[config.mk]
export PLATFORM = sky130hd
export DESIGN_NAME = acc_alu_psw
export DESIGN_NICKNAME = d
export VERILOG_FILES = /design/src/rtl/acc_alu_psw.sv
export SDC_FILE = /design/constraint.sdc
export NUM_CORES = 1
export LEC_CHECK = 0
export BUFFER_PORTS_ARGS = -buffer_cell sky130_fd_sc_hd__clkbuf_2
export CORE_ASPECT_RATIO = 1.1
export CORE_MARGIN = 3
export CORE_UTILIZATION = 40
export CTS_CLUSTER_DIAMETER = 60
export CTS_CLUSTER_SIZE = 40
export DETAILED_ROUTE_END_ITERATION = 10
export HOLD_SLACK_MARGIN = 0.02
export REMOVE_ABC_BUFFERS = 1
export SYNTH_ARGS = -nofsm -noshare
export SYNTH_HDL_FRONTEND = slang
export SYNTH_SLANG_ARGS = --single-unit
[constraint.sdc]
create_clock -name clk -period 11.3 [get_ports clk]
set_input_delay 1.695 -clock clk [delete_from_list [all_inputs] [get_ports clk]]
set_output_delay 1.695 -clock clk [all_outputs]
set_load 0.005 [all_outputs]
[src/rtl/acc_alu_psw.sv]
module acc_alu_psw #(
  parameter logic [7:0] ACC_SFR = 8'hE0,
  parameter logic [7:0] PSW_SFR = 8'hD0,
  parameter logic [7:0] B_SFR   = 8'hF0
) (
  input  logic       clk,
  input  logic       rst_n,
  input  logic       op_go,
  input  logic [2:0] op_code,
  input  logic       sfr_wr,
  input  logic [7:0] sfr_addr,
  input  logic [7:0] sfr_wdata,
  output logic [7:0] sfr_rdata,
  output logic [7:0] acc_o,
  output logic [7:0] b_o,
  output logic [7:0] psw_o,
  output logic [7:0] bank_base_o
);
  localparam logic [2:0] OP_ADD  = 3'd1;
  localparam logic [2:0] OP_ADDC = 3'd2;
  localparam logic [2:0] OP_SUBB = 3'd3;
  localparam logic [2:0] OP_MUL  = 3'd4;
  localparam logic [2:0] OP_DIV  = 3'd5;

  logic [7:0] acc_q, b_q;
  logic       cy_q, ac_q, f0_q, ov_q, f1_q;
  logic [1:0] rs_q;

  wire do_add  = op_go && (op_code == OP_ADD || op_code == OP_ADDC);
  wire do_sub  = op_go && op_code == OP_SUBB;
  wire do_mul  = op_go && op_code == OP_MUL;
  wire do_div  = op_go && op_code == OP_DIV;
  wire do_flag = do_add || do_sub || do_mul || do_div;

  wire wr_acc = sfr_wr && sfr_addr == ACC_SFR;
  wire wr_psw = sfr_wr && sfr_addr == PSW_SFR;
  wire wr_b   = sfr_wr && sfr_addr == B_SFR;

  // add/subtract share one adder: A - B - c == A + ~B + ~c
  wire       cin_flag = (op_code == OP_ADDC || op_code == OP_SUBB) && cy_q;
  wire       ci       = do_sub ? ~cin_flag : cin_flag;
  wire [7:0] b_eff    = do_sub ? ~b_q : b_q;
  wire [4:0] lo_sum   = {1'b0, acc_q[3:0]} + {1'b0, b_eff[3:0]} + {4'd0, ci};
  wire [8:0] full_sum = {1'b0, acc_q} + {1'b0, b_eff} + {8'd0, ci};
  wire       as_cy    = do_sub ? ~full_sum[8] : full_sum[8];
  wire       as_ac    = do_sub ? ~lo_sum[4] : lo_sum[4];
  wire       as_ov    = (acc_q[7] == b_eff[7]) && (full_sum[7] != acc_q[7]);

  wire [15:0] prod     = acc_q * b_q;
  wire        div_zero = (b_q == 8'd0);
  wire [7:0]  quot     = div_zero ? 8'd0 : acc_q / b_q;
  wire [7:0]  rem      = div_zero ? 8'd0 : acc_q % b_q;

  wire parity = ^acc_q;

  assign acc_o       = acc_q;
  assign b_o         = b_q;
  assign psw_o       = {cy_q, ac_q, f0_q, rs_q, ov_q, f1_q, parity};
  assign bank_base_o = {3'b000, rs_q, 3'b000};

  always_comb begin
    if (sfr_addr == ACC_SFR)      sfr_rdata = acc_q;
    else if (sfr_addr == PSW_SFR) sfr_rdata = psw_o;
    else if (sfr_addr == B_SFR)   sfr_rdata = b_q;
    else                          sfr_rdata = 8'h00;
  end

  always_ff @(posedge clk or negedge rst_n) begin
    if (!rst_n) begin
      acc_q <= 8'h00;
      b_q   <= 8'h00;
      cy_q  <= 1'b0;
      ac_q  <= 1'b0;
      f0_q  <= 1'b0;
      rs_q  <= 2'b00;
      ov_q  <= 1'b0;
      f1_q  <= 1'b0;
    end else begin
      if (wr_acc) acc_q <= sfr_wdata;
      if (wr_b)   b_q   <= sfr_wdata;
      if (wr_psw) begin
        cy_q <= sfr_wdata[7];
        ac_q <= sfr_wdata[6];
        f0_q <= sfr_wdata[5];
        rs_q <= sfr_wdata[4:3];
        ov_q <= sfr_wdata[2];
        f1_q <= sfr_wdata[1];
      end
      if (do_add || do_sub) begin
        acc_q <= full_sum[7:0];
        cy_q  <= as_cy;
        ac_q  <= as_ac;
        ov_q  <= as_ov;
      end
      if (do_mul) begin
        acc_q <= prod[7:0];
        b_q   <= prod[15:8];
        cy_q  <= 1'b0;
        ac_q  <= 1'b0;
        ov_q  <= |prod[15:8];
      end
      if (do_div) begin
        cy_q <= 1'b0;
        ac_q <= 1'b0;
        ov_q <= div_zero;
        if (!div_zero) begin
          acc_q <= quot;
          b_q   <= rem;
        end
      end
    end
  end


  user_flag_hold_chk: assert property (@(posedge clk) disable iff (!rst_n)
    !wr_psw |=> $stable({f0_q, f1_q}));


  mul_ov_chk: assert property (@(posedge clk) disable iff (!rst_n)
    do_mul |=> (ov_q == (b_q != 8'd0)) && !cy_q && !ac_q);


  div_zero_chk: assert property (@(posedge clk) disable iff (!rst_n)
    (do_div && div_zero && !wr_acc && !wr_b) |=> ov_q && $stable(acc_q) && $stable(b_q));


  div_clear_chk: assert property (@(posedge clk) disable iff (!rst_n)
    do_div |=> !cy_q && !ac_q);


  idle_flags_chk: assert property (@(posedge clk) disable iff (!rst_n)
    (!do_flag && !wr_psw) |=> $stable({cy_q, ac_q, ov_q}));


  parity_write_chk: assert property (@(posedge clk) disable iff (!rst_n)
    (!do_flag && !wr_acc && !(do_div && !div_zero)) |=> $stable(psw_o[0]));
endmodule

# == Word-level counts from Yosys, hierarchy flattened ==
# Index checks and enable logic that the tools add are counted.
# op_classes
n_addsub,4
mul,1
n_div,2
n_eq_ne,10
n_mux,28
bitwise,4
reduce_logical,16
# ops
op,n
$mux W8,13
$eq A8 B8 Y1 const B,3
$mul A8 B8 Y16,1
$mux W1,15
$add A8 B8 Y9,1
$add A9 B1 Y9,1
$logic_and A1 B1 Y1,9
$div A8 B8 Y8,1
$logic_not A8 Y1,1
$mod A8 B8 Y8,1
$not A8 Y8,1
$reduce_or A8 Y1,1
$reduce_xor A8 Y1,1
$eq A3 B2 Y1 const B,2
$eq A3 B3 Y1 const B,2
$add A4 B4 Y5,1
$add A5 B1 Y5,1
$reduce_bool A4 Y1,1
$eq A3 B1 Y1 const B,1
$logic_or A1 B1 Y1,3
$not A1 Y1,3
$eq A1 B1 Y1,1
$ne A1 B1 Y1,1
# word_totals
regBits,23
in_bits,23
wordCells,73

# == Longest topological paths before layout ==
# Gate-level depths: netlist of run 1.
# logic_depth
depth_word,11
ltp_mapped,53

# == Least setup slack after synthesis of run 1 ==
# OpenSTA, ideal clock, no wires.
# synth_timing
path_type,reg-to-reg
start,register b_q[4] (netlist: b_o[4])
end,register b_q[4] (netlist: b_o[4])
arrival_time_ns,11.736
t_required_ns,11.164
path_slack_ns,-0.573
stages_incl_launch_ff,51
n_path_buf,3
period_less_slack_ns,11.873
path_cell_list,dfrtp_1 > buf_6 > or4_4 > nor3_1 > o21ai_0 > nor2_1 > xnor2_1 > ha_1 > o21ai_1 > nand2_1 > nor4b_1 > nor3_1 > ha_1 > o211ai_1 > a211oi_4 > or3b_1 > o41ai_2 > ha_1 > (+15 left out) > a21o_1 > ha_1 > nor3_1 > a211oi_1 > a31oi_1 > o2bb2ai_1 > clkbuf_1 > mux2_2 > ha_1 > o21a_1 > o31a_1 > o21ai_1 > nand2b_1 > o221ai_1 > clkbuf_1 > a211oi_1 > a211oi_1 > a21oi_1
# synth_between
elab_chain_cells,4
# synth_lines
element,line,rtl
start: declaration,25,"logic [7:0] acc_q, b_q;"
start signal: assignment,80,if (wr_b) b_q <= sfr_wdata;
start signal: assignment,97,b_q <= prod[15:8];
start signal: assignment,108,b_q <= rem;
"parallel branches: the longest is 3 deep, another holds $mod A8 B8 Y8",-,
$mux W8 *,102,if (do_div) begin
# Mark *: on every way between the ends.
# A chain may end at the register's enable or synchronous reset.

# == Final worst setup path of run 1 ==
# layout_timing
start,register b_q[5] (netlist: b_o[5])
end,register b_q[6] (netlist: b_o[6])
# layout_between
elab_chain_cells,4
# layout_lines
element,line
"parallel branches: the longest is 3 deep, another holds $mod A8 B8 Y8",-
$mux W8 *,102
# Marks and branches as above.

==> results.md, run 1 <==
- Syn Area/Cell: approximately 8.1 um^2
- Slew Viols, Final: 0
- Clock skew: between 0.0015 and 0.002 ns
- Via density: approximately 5.6
- Die Area: 0.0167 mm^2
- # DRC: 0
- Fmax achieved: about 90 MHz
- Mapped Area: 0.00608 mm^2
- Req. time, crit path: approximately 11 ns
- Post-synth EDFFs: 0
- WL final: roughly 20 mm
- Hold WC Path Type: flop to flop
- First-pass GRT wire length: 29.9 mm
- Initial Util: 41.4%
- Vias in the first global route: roughly 5700
- Number of detailed-route iterations in the first pass: 5
- Max clock buf depth: 2
- DIE HEIGHT: around 140 um
- Worst-path clk slew: around 0.06 ns
- H-tree Lvls: 1
- CP Launch Type: flop
- DRT antenna net count: 0
- Num CTS Buffers: 3
- Largest net degree at the start of global routing: 33
- HPWL after DPL: 14.5 mm
- Max-cap violations: 0
- Synth cell types: 74
- Vias: between 5000 and 6000
- Post-synthesis xor/xnor area fraction: 6.62%
- TNS Setup: 0 ns
- Root buffer cell: clkbuf_16
- Total GRT Usage: 22.9%
- Post-synthesis simple-gate area fraction: 18.2%
- GR Overflow Total: 0
- Top post-synthesis cells by area: ha_1, fa_1, dfrtp_1
- Place WS: -0.280 ns
- Synth area leader: ha_1
- Crit path kind: flop to flop
- Clock sinks: 23
- Most used DFF post-synth: dfrtp_1
- Critical path capture point type: flop
- Slowest cell delay on critical path: 0.54 ns
- Worst slew pin tran: 1.02 ns
- Multiplexer share of the synthesized area: 6.09%
- 1st-iter DRT viols: between 400 and 500
- Filler cell count: 1461
- WP buf/inv: 3
- Slowest-stage cell, CP: or4_4
- Area growth, synth to finish: 18.2%
- Diode count: 0
- Family with the most delay on the worst path: compound AO/OA/AOI/OAI gates
- Nets: approximately 970
- Share of Yosys cell area claimed by the top area cell type: 18.1%
- Share of cells above drive strength 1: 22.2%
- Skew-Pair Late Insertion Delay: 0.26 ns
- Most frequent cells after synthesis: ha_1, nor2_1, inv_1, nand2_1, fa_1
- Core Util, Final: 49.0%
- Crit share post-route: 98.3%
- DR WL/cell: 19.4 um
- Die Wd: 124 um
- Routability cong.: 0.913
- Worst Path Arrival: between 10 and 15 ns
- Sequential fraction of the synthesis area: about a tenth
- Largest family of logic cells by synthesized area: adder cells
- Cells after Synth: 754
- Yosys Warn Count: 0
- Minimum clock period: between 10 and 15 ns
- Synth Area in Compound Gates: 20.5%
- Most common cell in the synthesized netlist: ha_1
- Register bit total from synthesis: 23
- Status: complete, no violations
- Final Worst Setup Slack: 0.188 ns
- Initial antenna violation count: 0
- Num ports: 63
- Async SR Flop Fraction: 100%
- FF-to-FF setup slack: between 0.15 and 0.2 ns
- FP Rows: 46
- Post-Synth Adder-Cell Area: between 30% and 40%
- TritonCTS clock tree: built
- Core Area: 0.0147 mm^2
- Final Non-Filler Cells: 1015
- Hold Vio Cnt, Final: 0
- Most used cell, CP: ha_4
- Slew headroom: 31.8%
- # port buffers: 56
- Final setup vio count: 0
- Worst Path Max Fanout: 8
- Placed cells: 1000
placed cells by master, fill, tap and decap left out, types with 17 or more instances in the layout:
cell type | Yosys | routed
xnor2_1 | 32 | 32
nand2_1 | 61 | 60
mux2i_1 | 21 | 21
nor2_1 | 78 | 77
ha_1 | 88 | 77
o211ai_1 | 17 | 17
a21oi_1 | 38 | 35
o21ai_0 | 20 | 18
fa_1 | 39 | 39
nor3_1 | 23 | 17
dfrtp_1 | 23 | 23
inv_1 | 73 | 72
buf_4 | 14 | 41
clkbuf_2 | 0 | 56
cells by family (layout without fill, tap and decap cells):
kind of cell / count (synthesis) / after routing
mux: 34 / 34
buf+inv: 116 / 180
other cells: 1 / 6
simple gates: 235 / 235
xor+xnor: 46 / 46
compound gates: 172 / 172
flops: 23 / 23
fa+ha+maj: 127 / 127
what timing repair did:
action	4_1_cts	5_1_grt
setup endpoints to repair	9	9
hold endpoints to repair	0	0
resized for setup	8	54
pin swaps	0	24
buffers inserted	0	9
hold buffers	0	0
gates cloned	0	2
metrics by stage:
stage          hold slack, ns  cell area (um^2)
4_1_cts                 0.539              6810
6_report                0.533              7190
5_1_grt                 0.556              7190
3_5_place_dp            0.530              6680
3_3_place_gp            0.527              6680
2_1_floorplan           0.527              5880
flip-flops by register name (all words and copies together), names as in the netlist:
register  count
ov_q          1
f1_q          1
ac_q          1
b_o           8
rs_q          2
acc_o         8
f0_q          1
cy_q          1
layout make-up:
| class | instances | area, um^2 | area share (%) |
|---|---|---|---|
| Clock buffer | 4 | 78.8 | 1.10 |
| Inverter | 74 | 278 | 3.86 |
| Multi-Input combinational cell | 620 | 5370 | 74.7 |
| Sequential cell | 23 | 576 | 8.01 |
| Tap cell | 192 | 240 | 3.34 |
| Timing Repair Buffer | 102 | 644 | 8.97 |
layer usage:
layer	vias up	GRT usage (%)	share of wire, %
met5	-	0	0
met4	0	5.17	2.2
met3	30	2.34	4.2
met2	142	39.3	50
met1	2786	30.9	44
li1	2755	-	-
worst register-to-register path, delay by kind of cell, from the launching register on:
kind	cells	cell delay, ns
adder cells (fa/ha/maj)	7	1.98
AO/OA/AOI/OAI	27	5.56
flip-flops	1	0.40
XOR/XNOR	1	0.07
AND/OR/NAND/NOR	12	2.53
buffers and inverters	3	0.49
final timing paths:
kind / endpoint / cells past startpoint / start
max: b_o[6] / 50 / b_o[5]
min: f1_q / 1 / f1_q
max reg2reg: b_o[6] / 50 / b_o[5]
min reg2reg: f1_q / 1 / f1_q
max in group asynchronous: acc_o[6] / 1 / rst_n
min in group asynchronous: cy_q / 1 / rst_n
Power of run 1 is left out: the tool's default activity adds up to more than one toggle a clock period on the data nets, which glitch-free logic cannot reach.
==> inputs of run 2 (changes only) <==
--- a/config.mk
+++ b/config.mk
@@ -13,6 +13,7 @@
 export CTS_CLUSTER_SIZE = 40
 export DETAILED_ROUTE_END_ITERATION = 10
 export HOLD_SLACK_MARGIN = 0.02
+export RECOVER_POWER = 50
 export REMOVE_ABC_BUFFERS = 1
 export SYNTH_ARGS = -nofsm -noshare
 export SYNTH_HDL_FRONTEND = slang
==> run 2 against run 1 <==
First-iteration DRC count increased by 3.5%. Cell count unchanged. Hold slack about the same. Routed wire length about the same. Setup slack improved by 0.027 ns. Critical endpoint unchanged. Non-clock buffer count unchanged. Largest cell class unchanged. Maximum frequency increased by 0.24%.
==> results.md, run 2 (synthesized netlist as in run 1, its figures left out) <==
- Initial antenna violation count: 0
- Critical path capture point type: flop
- CP Launch Type: flop
- HPWL after DPL: 14.5 mm
- Root buffer cell: clkbuf_16
- Met2 WL: 9.69 mm
- Die Area: 0.0167 mm^2
- DIE HEIGHT: 135 um
- Total GRT Usage: ~23%
- Crit share post-route: 98.1%
- Worst-path clk slew: 0.06 ns
- Num CTS Buffers: 3
- Area growth, synth to finish: 17.8%
- Vias: 5727
- Num ports: 63
- Via density: 5.64
- FP Rows: 46
- Placed cells: 1000
- Status: complete, no violations
- Diode count: 0
- TNS Setup: 0 ns
- Hold_buf cts: 0
- Worst Path Arrival: 11.26 ns
- Slew Viols, Final: 0
- Clock skew: ~0.0016 ns
- Largest net degree at the start of global routing: 33
- Most used cell, CP: ha_4
- H-tree Lvls: 1
- Clock sinks: 23
- GR Overflow Total: 0
- Share of cells above drive strength 1: 20.9%
- Family with the most delay on the worst path: compound AO/OA/AOI/OAI gates
- DRT antenna net count: 0
- DR WL/cell: 19.4 um
- Max-cap violations: 0
- Slew headroom: 12.6%
- WP buf/inv: 3
- Skew-Pair Late Insertion Delay: 0.26 ns
- Die Wd: ~120 um
- Final setup vio count: 0
- Crit path kind: flop to flop
- Vias in the first global route: 5666
- TritonCTS clock tree: built
- 1st-iter DRT viols: approximately 450
- Filler cell count: 1466
- First-pass GRT wire length: 29.9 mm
- Max clock buf depth: 2
- Final Non-Filler Cells: roughly 1000
- Core Util, Final: between 40% and 50%
- Hold WC Path Type: flop to flop
- Hold Vio Cnt, Final: 0
- Minimum clock period: 11.09 ns
- Commonest non-fill, non-tap cells in the layout: nor2_1, ha_1, inv_1
- Met3 WL: 937 um
- Routability cong.: 0.913
- DR top layer: met4
- Final hold slack: between 0.5 and 0.6 ns
- Slowest cell delay on critical path: 0.54 ns
- Worst Path Max Fanout: 8
- Slowest-stage cell, CP: or4_4
- Nets: ~970
- Core Area: 0.0147 mm^2
- Number of detailed-route iterations in the first pass: 5
- Initial Util: 41.4%
- Worst slew pin tran: 1.31 ns
- # DRC: 0
- WL final: 19.7 mm
- Metal1 wirelength: 8.56 mm
- Fmax achieved: around 90 MHz
- # port buffers: 56
- Req. time, crit path: around 11 ns
## run 2: cell count changes in the layout (fill, tap and decap cells not counted), sizes merged
cell    delta
clkbuf     +3
buf        -3
## run 2: stage by stage
| step | instance area [um^2] | worst slack (ns) |
|---|---|---|
| floorplan | 5880 | -0.931 |
| global placement | 6680 | -0.0520 |
| detailed placement | 6680 | -0.280 |
| CTS | 6810 | 0.00709 |
| global route | 7170 | -0.248 |
| finish | 7170 | 0.214 |
## run 2: area by class of cell
cell class                 count  area [um^2]  share of cell area [%]
multi-input combinational    620         5370                    74.9
timing repair buffer         102          623                    8.70
clock buffer                   4         78.8                    1.10
inverter                      74          278                    3.88
tap                          192          240                    3.35
sequential                    23          576                    8.03
## run 2: routing by layer
metal / up-vias / global-route usage [%]
met2: 164 / 39.3
met5: - / 0
met4: 0 / 5.17
met3: 33 / 2.34
li1: 2757 / -
met1: 2773 / 30.9
## run 2: worst paths after layout
kind                            cells after the start  endpoint  slack (ns)    from
worst max-delay path                               50    b_o[6]        0.21  b_o[5]
worst min-delay path                                1      f1_q        0.53    f1_q
worst max register to register                     50    b_o[6]        0.21  b_o[5]
worst min register to register                      1      f1_q        0.53    f1_q
max in group asynchronous                           1  acc_o[1]        8.81   rst_n
min in group asynchronous                           1      cy_q        1.71   rst_n
## run 2: worst register-to-register path, delay by kind of cell (launching register included)
family          cells  cell delay (ns)
xor+xnor            1             0.07
compound gates     27             5.54
simple gates       12             2.52
buf+inv             3             0.49
flops               1             0.40
fa+ha+maj           7             1.98
## run 2: timing repair
item                       CTS  global route
pin swaps                    0            24
setup endpoints to repair    9             9
gates resized for setup      8            54
setup buffers                0             9
gates cloned                 0             2
Power of run 2 is left out for the same reason.
